<file path="src/rtl/alarm_unit_pkg.sv">
package alarm_unit_pkg;
  localparam int unsigned FLD_W   = 8;
  localparam int unsigned N_FLD   = 6;
  localparam int unsigned N_ALM   = 2;
  localparam int unsigned OSC_HZ  = 32768;
  localparam int unsigned F_MID   = 4096;

  typedef enum logic [1:0] {
    PIN_IRQ  = 2'b00,
    PIN_SLOW = 2'b01,
    PIN_MID  = 2'b10,
    PIN_FAST = 2'b11
  } pin_mode_e;
endpackage

</file>
<file path="src/rtl/alarm_field_cmp.sv">
module alarm_field_cmp #(
  parameter int unsigned FLD_W = 8,
  parameter int unsigned N_FLD = 6,
  localparam int unsigned CAL_W = FLD_W * N_FLD
) (
  input  logic [CAL_W-1:0] now_i,
  input  logic [CAL_W-1:0] pat_i,
  input  logic [N_FLD-1:0] fen_i,
  output logic             hit_o
);
  logic [N_FLD-1:0] fld_ok;

  for (genvar f = 0; f < N_FLD; f++) begin : g_fld
    assign fld_ok[f] = !fen_i[f] ||
                       (now_i[f*FLD_W +: FLD_W] == pat_i[f*FLD_W +: FLD_W]);
  end

  // an empty mask never matches
  assign hit_o = (&fld_ok) && (|fen_i);
endmodule

</file>
<file path="src/rtl/alarm_channel.sv">
module alarm_channel #(
  parameter int unsigned FLD_W = 8,
  parameter int unsigned N_FLD = 6,
  localparam int unsigned CAL_W = FLD_W * N_FLD
) (
  input  logic             clk,
  input  logic             rst_n,
  input  logic             tick_i,
  input  logic [CAL_W-1:0] now_i,
  input  logic [CAL_W-1:0] pat_i,
  input  logic [N_FLD-1:0] fen_i,
  input  logic             rpt_i,
  input  logic             arm_i,
  input  logic             clr_i,
  output logic             flag_o
);
  logic hit;
  logic armed_q, armed_d;
  logic mhist_q, mhist_d;
  logic flag_q, flag_d;
  logic fire;

  alarm_field_cmp #(.FLD_W(FLD_W), .N_FLD(N_FLD)) u_cmp (
    .now_i (now_i),
    .pat_i (pat_i),
    .fen_i (fen_i),
    .hit_o (hit)
  );

  always_comb begin
    fire = tick_i && hit && !mhist_q && armed_q;

    mhist_d = mhist_q;
    if (arm_i)       mhist_d = 1'b0;
    else if (tick_i) mhist_d = hit;

    armed_d = armed_q;
    if (arm_i)              armed_d = 1'b1;
    else if (fire && !rpt_i) armed_d = 1'b0;

    flag_d = flag_q;
    if (fire)       flag_d = 1'b1;
    else if (clr_i) flag_d = 1'b0;
  end

  always_ff @(posedge clk or negedge rst_n) begin
    if (!rst_n) begin
      armed_q <= 1'b0;
      mhist_q <= 1'b0;
      flag_q  <= 1'b0;
    end else begin
      armed_q <= armed_d;
      mhist_q <= mhist_d;
      flag_q  <= flag_d;
    end
  end

  assign flag_o = flag_q;
endmodule

</file>
<file path="src/rtl/alarm_pin_mux.sv">
module alarm_pin_mux
  import alarm_unit_pkg::*;
#(
  parameter int unsigned OSC_HZ = 32768,
  parameter int unsigned F_MID  = 4096,
  localparam int unsigned DIV_W    = $clog2(OSC_HZ) + 1,
  localparam int unsigned IDX_SLOW = $clog2(OSC_HZ),
  localparam int unsigned IDX_MID  = $clog2(OSC_HZ / F_MID),
  localparam int unsigned IDX_FAST = 0
) (
  input  logic       clk,
  input  logic       rst_n,
  input  logic       osc_en_i,
  input  logic [1:0] sel_i,
  input  logic       irq_req_i,
  output logic       pin_n_o
);
  logic [DIV_W-1:0] div_q, div_d;
  logic             pin_q, pin_d;

  always_comb begin
    div_d = div_q;
    if (osc_en_i) div_d = div_q + 1'b1;

    unique case (sel_i)
      PIN_SLOW: pin_d = div_q[IDX_SLOW];
      PIN_MID:  pin_d = div_q[IDX_MID];
      PIN_FAST: pin_d = div_q[IDX_FAST];
      default:  pin_d = !irq_req_i;
    endcase
  end

  always_ff @(posedge clk or negedge rst_n) begin
    if (!rst_n) begin
      div_q <= '0;
      pin_q <= 1'b1;
    end else begin
      div_q <= div_d;
      pin_q <= pin_d;
    end
  end

  assign pin_n_o = pin_q;
endmodule

</file>
<file path="src/rtl/dual_alarm_unit.sv">
module dual_alarm_unit
  import alarm_unit_pkg::*;
#(
  parameter int unsigned N_ALM  = alarm_unit_pkg::N_ALM,
  parameter int unsigned FLD_W  = alarm_unit_pkg::FLD_W,
  parameter int unsigned N_FLD  = alarm_unit_pkg::N_FLD,
  parameter int unsigned OSC_HZ = alarm_unit_pkg::OSC_HZ,
  parameter int unsigned F_MID  = alarm_unit_pkg::F_MID,
  localparam int unsigned CAL_W = FLD_W * N_FLD
) (
  input  logic                     clk,
  input  logic                     rst_n,
  input  logic                     sec_tick,
  input  logic [CAL_W-1:0]         cal_now,
  input  logic [N_ALM*CAL_W-1:0]   alm_pat,
  input  logic [N_ALM*N_FLD-1:0]   alm_fen,
  input  logic [N_ALM-1:0]         alm_rpt,
  input  logic [N_ALM-1:0]         alm_arm,
  input  logic [N_ALM-1:0]         alm_ien,
  input  logic [N_ALM-1:0]         stat_clr,
  input  logic                     osc_en,
  input  logic [1:0]               pin_sel,
  output logic [N_ALM-1:0]         alm_flag,
  output logic                     pin_n
);
  logic irq_req;

  for (genvar a = 0; a < N_ALM; a++) begin : g_alm
    alarm_channel #(.FLD_W(FLD_W), .N_FLD(N_FLD)) u_chan (
      .clk    (clk),
      .rst_n  (rst_n),
      .tick_i (sec_tick),
      .now_i  (cal_now),
      .pat_i  (alm_pat[a*CAL_W +: CAL_W]),
      .fen_i  (alm_fen[a*N_FLD +: N_FLD]),
      .rpt_i  (alm_rpt[a]),
      .arm_i  (alm_arm[a]),
      .clr_i  (stat_clr[a]),
      .flag_o (alm_flag[a])
    );
  end

  assign irq_req = |(alm_flag & alm_ien);

  alarm_pin_mux #(.OSC_HZ(OSC_HZ), .F_MID(F_MID)) u_pin (
    .clk       (clk),
    .rst_n     (rst_n),
    .osc_en_i  (osc_en),
    .sel_i     (pin_sel),
    .irq_req_i (irq_req),
    .pin_n_o   (pin_n)
  );
endmodule

</file>
<file path="config.mk">
export PLATFORM = sky130hd
export DESIGN_NAME = dual_alarm_unit
export DESIGN_NICKNAME = d
export VERILOG_FILES = /design/src/rtl/alarm_unit_pkg.sv /design/src/rtl/alarm_field_cmp.sv /design/src/rtl/alarm_channel.sv /design/src/rtl/alarm_pin_mux.sv /design/src/rtl/dual_alarm_unit.sv
export SDC_FILE = /design/constraint.sdc
export NUM_CORES = 1
export LEC_CHECK = 0
export CAP_MARGIN = 30
export CORE_MARGIN = 10
export CORE_UTILIZATION = 50
export CTS_BUF_LIST = sky130_fd_sc_hd__clkbuf_8
export DETAILED_ROUTE_END_ITERATION = 16
export DONT_BUFFER_PORTS = 1
export PLACE_DENSITY = 0.68
export SYNTH_ARGS = -nofsm -noshare
export SYNTH_HDL_FRONTEND = slang
export SYNTH_SLANG_ARGS = --single-unit
</file>
<file path="constraint.sdc">
create_clock -name clk -period 1.55 [get_ports clk]
set_input_delay 0.31 -clock clk [delete_from_list [all_inputs] [get_ports clk]]
set_output_delay 0.31 -clock clk [all_outputs]
set_load 0.02 [all_outputs]
</file>
==> metrics, run 1 <==
top-count cell post-synth=xnor2_1; Hold Path Class=input port to flop; post-synth top area share=0.3570; Post-synth EDFFs=0; Pwr Density=737.0 nW/um2; drt wl/cell=approximately 24 um; CTS tree=done; leakage=0.8281 nW; vias in the first global route=1992; Die Ht=85.34 um; CP arrival=~1.7 ns; MaxCap Viol Count=0; 1st-iter DRT viols=40; clock root cell=clkbuf_8; FP Rows=23; GR Overflow Total=0; Final ANT Viol Nets=0; Crit Path Category=flop to flop; Crit Path Max Fanout=2; # IOs=173; hold slack=0.1052 ns; antenna cells=0; final hold vios=0; WP data required=between 1.5 and 2 ns; Cell Chain, Critical Path=ha_2 > nand4_4 > nor2_4 > and3_4 > and4_4 > nand2_2 > xnor2_2; Synth Register Bits=23; GPL Wtd Cong=0.7531; maximum clock path buffer count=2; DRC Markers=0; first-pass GRT wire length=10.72 mm; Worst-path clk slew=0.08 ns; unrepaired setup endpoints after global routing=yes; startpoint types=flop; initial core utilization=0.5261; Syn Area/Cell=between 9 and 10 um2; port bufs=0; Fmax=661.9 MHz; Max Transition Viols Final=0; worst vdd ir=0.3292 mV; PnR worst setup slack=0.03919 ns; largest net degree at the start of global routing=24; synth-to-layout area growth=10.79%; H-tree Lvls=1; Vias per Instance=5.795; Netlist cell types=31; Setup WS pre-CTS=-0.1368 ns; vias=about 1.7k; Worst slew margin=0.7412; post-synth top area cell=xnor2_1; Num CTS Buffers=3; clock skew=0.001680 ns; Syn Inst Count=224; DP Cell Count=278; initial antenna violation count=0; Crit path buffers/inverters=0; layout cells sized above 1=0.1303; ranking of synthesized cells by instance count=xnor2_1, nand4_1, dfrtp_1, xor2_1, o21ai_0; DRT Wirelength=6.989 mm; Yosys warning count=0; clock period minus worst slack=1.511 ns; actual slew at the worst max-slew pin=0.3847 ns; core area=4058 um2; Die Width=approximately 85 um; clock sinks=23; All-Layer GR Usage=0.1817; Crit. End Element=flop; Syn Nets=395; status=completed; worst skew pair latency=around 0.26 ns; register area share after synthesis=0.2702; DP Wirelength=6.537 mm; # nets final=410; ys flop type=dfrtp_1; slowest stage delay, CP=0.36 ns; delay-heaviest family, CP=simple AND/OR/NAND/NOR gates; Synth area leaders=xnor2_1, dfrtp_1, xor2_1; Pre-Repair DR Iteration Count=4; non-filler cells, final=288; slowest CP cell=dfrtp_1; Setup Viol. Count Final=0; die area=7283 um2; post-synthesis async set-or-reset flop share=1.000; Post-Syn Area=2135 um2; final worst-path cycle share=0.9747
stage by stage:
| step | power (mW) | utilization | setup TNS [ns] | area, um2 |
|---|---|---|---|---|
| floorplan | 1.227 | - | 0 | 2151 |
| global placement | 1.330 | 0.5529 | -0.5039 | 2243 |
| detailed placement | 1.349 | 0.5529 | -0.6958 | 2243 |
| CTS | 1.724 | 0.5720 | 0 | 2321 |
| global route | 1.845 | 0.5828 | -0.04415 | 2365 |
| finish | 1.743 | 0.5828 | 0 | 2365 |
final timing paths:
path | from | end | slack [ns] | cells past startpoint
max reg2reg | u_pin.div_q[1] | u_pin.div_q[12] | 0.04 | 7
min in group asynchronous | rst_n | u_pin.div_q[10] | 0.34 | 1
max in group asynchronous | rst_n | u_pin.pin_n_o | 0.76 | 2
min reg2reg | u_pin.div_q[13] | u_pin.div_q[13] | 0.47 | 1
max | u_pin.div_q[1] | u_pin.div_q[12] | 0.04 | 7
min | alm_arm[0] | g_alm[0].u_chan.mhist_q | 0.11 | 1
flip-flops by register name, summed over array words and instances (netlist names):
signal,flops
u_pin.div_q,16
g_alm.u_chan.armed_q,2
g_alm.u_chan.mhist_q,2
g_alm.u_chan.flag_o,2
u_pin.pin_n_o,1
area by class of cell:
class | count | area (um2)
tap | 50 | 62.56
clock buffer | 3 | 41.29
sequential | 23 | 579.3
multi-input combinational | 197 | 1558
timing repair buffer | 12 | 112.6
inverter | 2 | 7.507
fill | 342 | 1693
clock inverter | 1 | 3.754
cells by family after synthesis:
logic type,count (synthesis),share of synthesized area
AO/OA/AOI/OAI,21,0.05979
XOR/XNOR,111,0.4625
adder cells (fa/ha/maj),1,0.005861
buffers and inverters,4,0.01055
flip-flops,23,0.2702
multiplexers,2,0.01583
AND/OR/NAND/NOR,62,0.1753
worst reg2reg max path, cell delays in order, from the launching register on:
cell and delay, ns:
dfrtp_1 0.36, ha_2 0.21, nand4_4 0.12, nor2_4 0.10
and3_4 0.18, and4_4 0.24, nand2_2 0.07, xnor2_2 0.13
layout by cell type, fill, tap and decap left out:
master         netlist  routed
and4_4               1       1
mux2_2               1       1
dlygate4sd3_1        0       1
nand2_2              2       2
buf_4                2      10
clkbuf_8             0       3
nand3_1              7       7
ha_2                 0       1
nor4_1               6       5
or3_1                2       2
nand2_1              6       6
nand4_4              0       1
nor4_2               0       1
a22o_1               2       2
nor2_4               0       1
dfstp_2              1       1
a22oi_1              1       1
dfrtp_1             22      20
inv_1                2       3
xnor2_1             87      87
xor2_1              22      22
mux4_2               1       1
dfrtp_2              0       2
nor3_2               1       1
o31a_1               2       2
xnor2_2              2       2
nand2b_1             2       2
and3_1               1       1
o21ai_0             10      10
a21oi_1              4       4
nor2_1               5       5
buf_16               0       1
and3_4               1       1
nor2_2               2       1
nand4_1             23      23
a21boi_0             2       2
or4_1                2       2
metal layers:
layer,GRT usage,vias up,part of all wire
li1,-,807,-
met1,0.1741,753,0.34
met2,0.3263,99,0.50
met3,0.09465,10,0.13
met4,0.05988,0,0.021
met5,0,-,0
power breakdown:
group	leakage, nW	switching (mW)	internal [mW]
sequential	0.293	0.105	0.709
clock	0.0269	0.182	0.176
combinational	0.508	0.213	0.357
timing repair:
action / CTS / global route
pin swaps: 3 / 4
gates resized for setup: 0 / 3
hold buffers: 1 / 0
setup endpoints to repair: 2 / 6
setup buffers: 3 / 1
hold endpoints to repair: 23 / 0
(Power assumes the default switching activity.)
==> inputs of run 2 (changes only) <==
Settings changed: MAX_ROUTING_LAYER from default to met4, PLACE_DENSITY 0.68 to default.
Clock period 1.55 ns to 1.4 ns, I/O delays scaled along.
==> run 2 against run 1 <==
The run now ends with negative setup slack left. Fmax increased by 0.12%. Largest power group unchanged. Sequential share of layout area down 0.70 points. Power up 15%.
==> metrics, run 2 (synthesized netlist as in run 1, its figures left out) <==
status=finished, violations left; failing checks=negative setup slack; Worst-path clk slew=0.08 ns; CTS tree=done; commonest non-fill, non-tap cell in the layout=xnor2_1; layout cells sized above 1=0.1488; Crit Path Max Fanout=2; Top reg by flops=u_pin.div_q; non-filler cells, final=292; Clock Power Share=0.209; vias in the first global route=1994; Die Ht=~85 um; actual slew at the worst max-slew pin=0.4567 ns; initial antenna violation count=0; Reg area=between 500 and 600 um2; Die Width=around 85 um; Max Transition Viols Final=0; clock skew=slightly below 0.005 ns; Fmax=662.7 MHz; GR Overflow Total=0; Num CTS Buffers=3; port bufs=0; Worst slew margin=0.6945; Setup Viol. Count Final=6; Reg2Reg Setup Slack=-0.11 ns; clock root cell=clkbuf_8; DRC Markers=0; largest net degree at the start of global routing=24; slowest stage delay, CP=0.41 ns; fillcell total=358; GPL Wtd Cong=0.7657; R2R Path Start=u_pin.div_q[1]; worst skew pair latency=approximately 0.27 ns; worst vdd ir=just over 0.7 mV; Final ANT Viol Nets=0; Vias per Instance=around 6; Crit. End Element=flop; WP data required=1.56 ns; Pwr Density=around 830 nW/um2; MaxCap Viol Count=0; final hold vios=0; sw frac=0.2983; 1st-iter DRT viols=49; Cell Chain, Critical Path=ha_4 > nand4_4 > nor2_4 > and3_4 > and4_4 > nand2_2 > xnor2_2; CP arrival=1.67 ns; Multi-input gate area=1584 um2; Hold EP=g_alm[1].u_chan.mhist_q; logic gate share of total power=0.343; Hold Path Class=input port to flop; PnR worst setup slack=-0.1091 ns; first-pass GRT wire length=about 10 mm; FP Rows=23; DP Wirelength=around 6.3 mm; H-tree Lvls=1; max FFs per register=16; Pre-Repair DR Iteration Count=4; RR Endpoint=u_pin.div_q[12]; initial core utilization=0.5261; final worst-path cycle share=1.078; leakage=0.8491 nW; hold-critical path depth=1; most frequent cells in the layout=xnor2_1, nand4_1, xor2_1, dfrtp_1, buf_4; Setup WS pre-CTS=-0.2090 ns; DP Cell Count=281; Hold Path Origin=alm_arm[1]; delay-heaviest family, CP=simple AND/OR/NAND/NOR gates; clock sinks=23; P_int=1.410 mW; die area=7283 um2; vias=1751; DRT Wirelength=6.913 mm; core area=4058 um2; clock period minus worst slack=between 1.5 and 2 ns; slowest CP cell=dfrtp_1; # nets final=414; Seq pwr share=0.448; startpoint types=flop; # IOs=approximately 170; All-Layer GR Usage=0.1812; Crit Path Category=flop to flop; drt wl/cell=23.67 um; Switch Pwr=599.1 uW; r2r worst-path depth=7; antenna cells=0; unrepaired setup endpoints after global routing=yes; maximum clock path buffer count=2; Crit path buffers/inverters=0; synth-to-layout area growth=13.54%
[run 2: changes by cell type in the layout (fill, tap and decap cells not counted), moves of 2 or more]
cell	before	now
buf_4	10	13
dfrtp_1	20	22
dfrtp_2	2	0
o21ai_0	10	7
o21ai_1	0	3
[run 2: worst max-delay path by stage]
stage / startpoint / cells after the start / slack [ns] / end
2_1_floorplan: u_pin.div_q[0] / 7 / -0.13 / u_pin.div_q[12]
3_3_place_gp: cal_now[9] / 6 / -0.14 / g_alm[1].u_chan.armed_q
3_5_place_dp: cal_now[13] / 6 / -0.21 / g_alm[1].u_chan.armed_q
4_1_cts: u_pin.div_q[1] / 7 / -0.08 / u_pin.div_q[12]
5_1_grt: u_pin.div_q[1] / 7 / -0.17 / u_pin.div_q[12]
6_report: u_pin.div_q[1] / 7 / -0.11 / u_pin.div_q[12]
[run 2: stage by stage]
stage / setup TNS, ns / hold slack, ns / instance area [um2] / util / power, mW
6_report: -0.3469 / 0.06114 / 2424 / 0.5973 / 2.009
4_1_cts: -0.1433 / 0.05329 / 2355 / 0.5803 / 2.013
3_5_place_dp: -1.259 / -0.01448 / 2266 / 0.5584 / 1.544
3_3_place_gp: -0.7283 / -0.01453 / 2266 / 0.5584 / 1.502
5_1_grt: -0.9800 / 0.05382 / 2424 / 0.5973 / 2.140
2_1_floorplan: -0.3789 / -0.01559 / 2151 / - / 1.359
[run 2: timing repair]
action / CTS / global route
hold buffers: 1 / 0
pin swaps: 2 / 1
setup endpoints to repair: 5 / 12
resized for setup: 1 / 8
buffers inserted: 3 / 2
endpoints found under the hold margin: 23 / 0
[run 2: layout make-up]
type,instances,area share
well taps,50,0.02581
repair buffers,16,0.06040
clock inverters,1,0.002065
flip-flops and latches,23,0.2380
inverters,2,0.003098
multi-input cells,197,0.6536
clock buffers,3,0.01704
[run 2: per-layer routing]
metal / vias to the layer above / share of wire / global-route usage
met5: - / 0 / -
li1: 815 / - / -
met4: 0 / 0.0091 / 0.02246
met1: 819 / 0.35 / 0.1770
met2: 110 / 0.51 / 0.3243
met3: 7 / 0.13 / 0.08891
[run 2: power by group through the flow]
stage	clock network, mW	registers [mW]	logic [mW]
3_5_place_dp	0	0.902	0.642
5_1_grt	0.465	0.918	0.757
6_report	0.419	0.900	0.690
4_1_cts	0.432	0.900	0.680
3_3_place_gp	0	0.891	0.611
2_1_floorplan	0	0.904	0.455
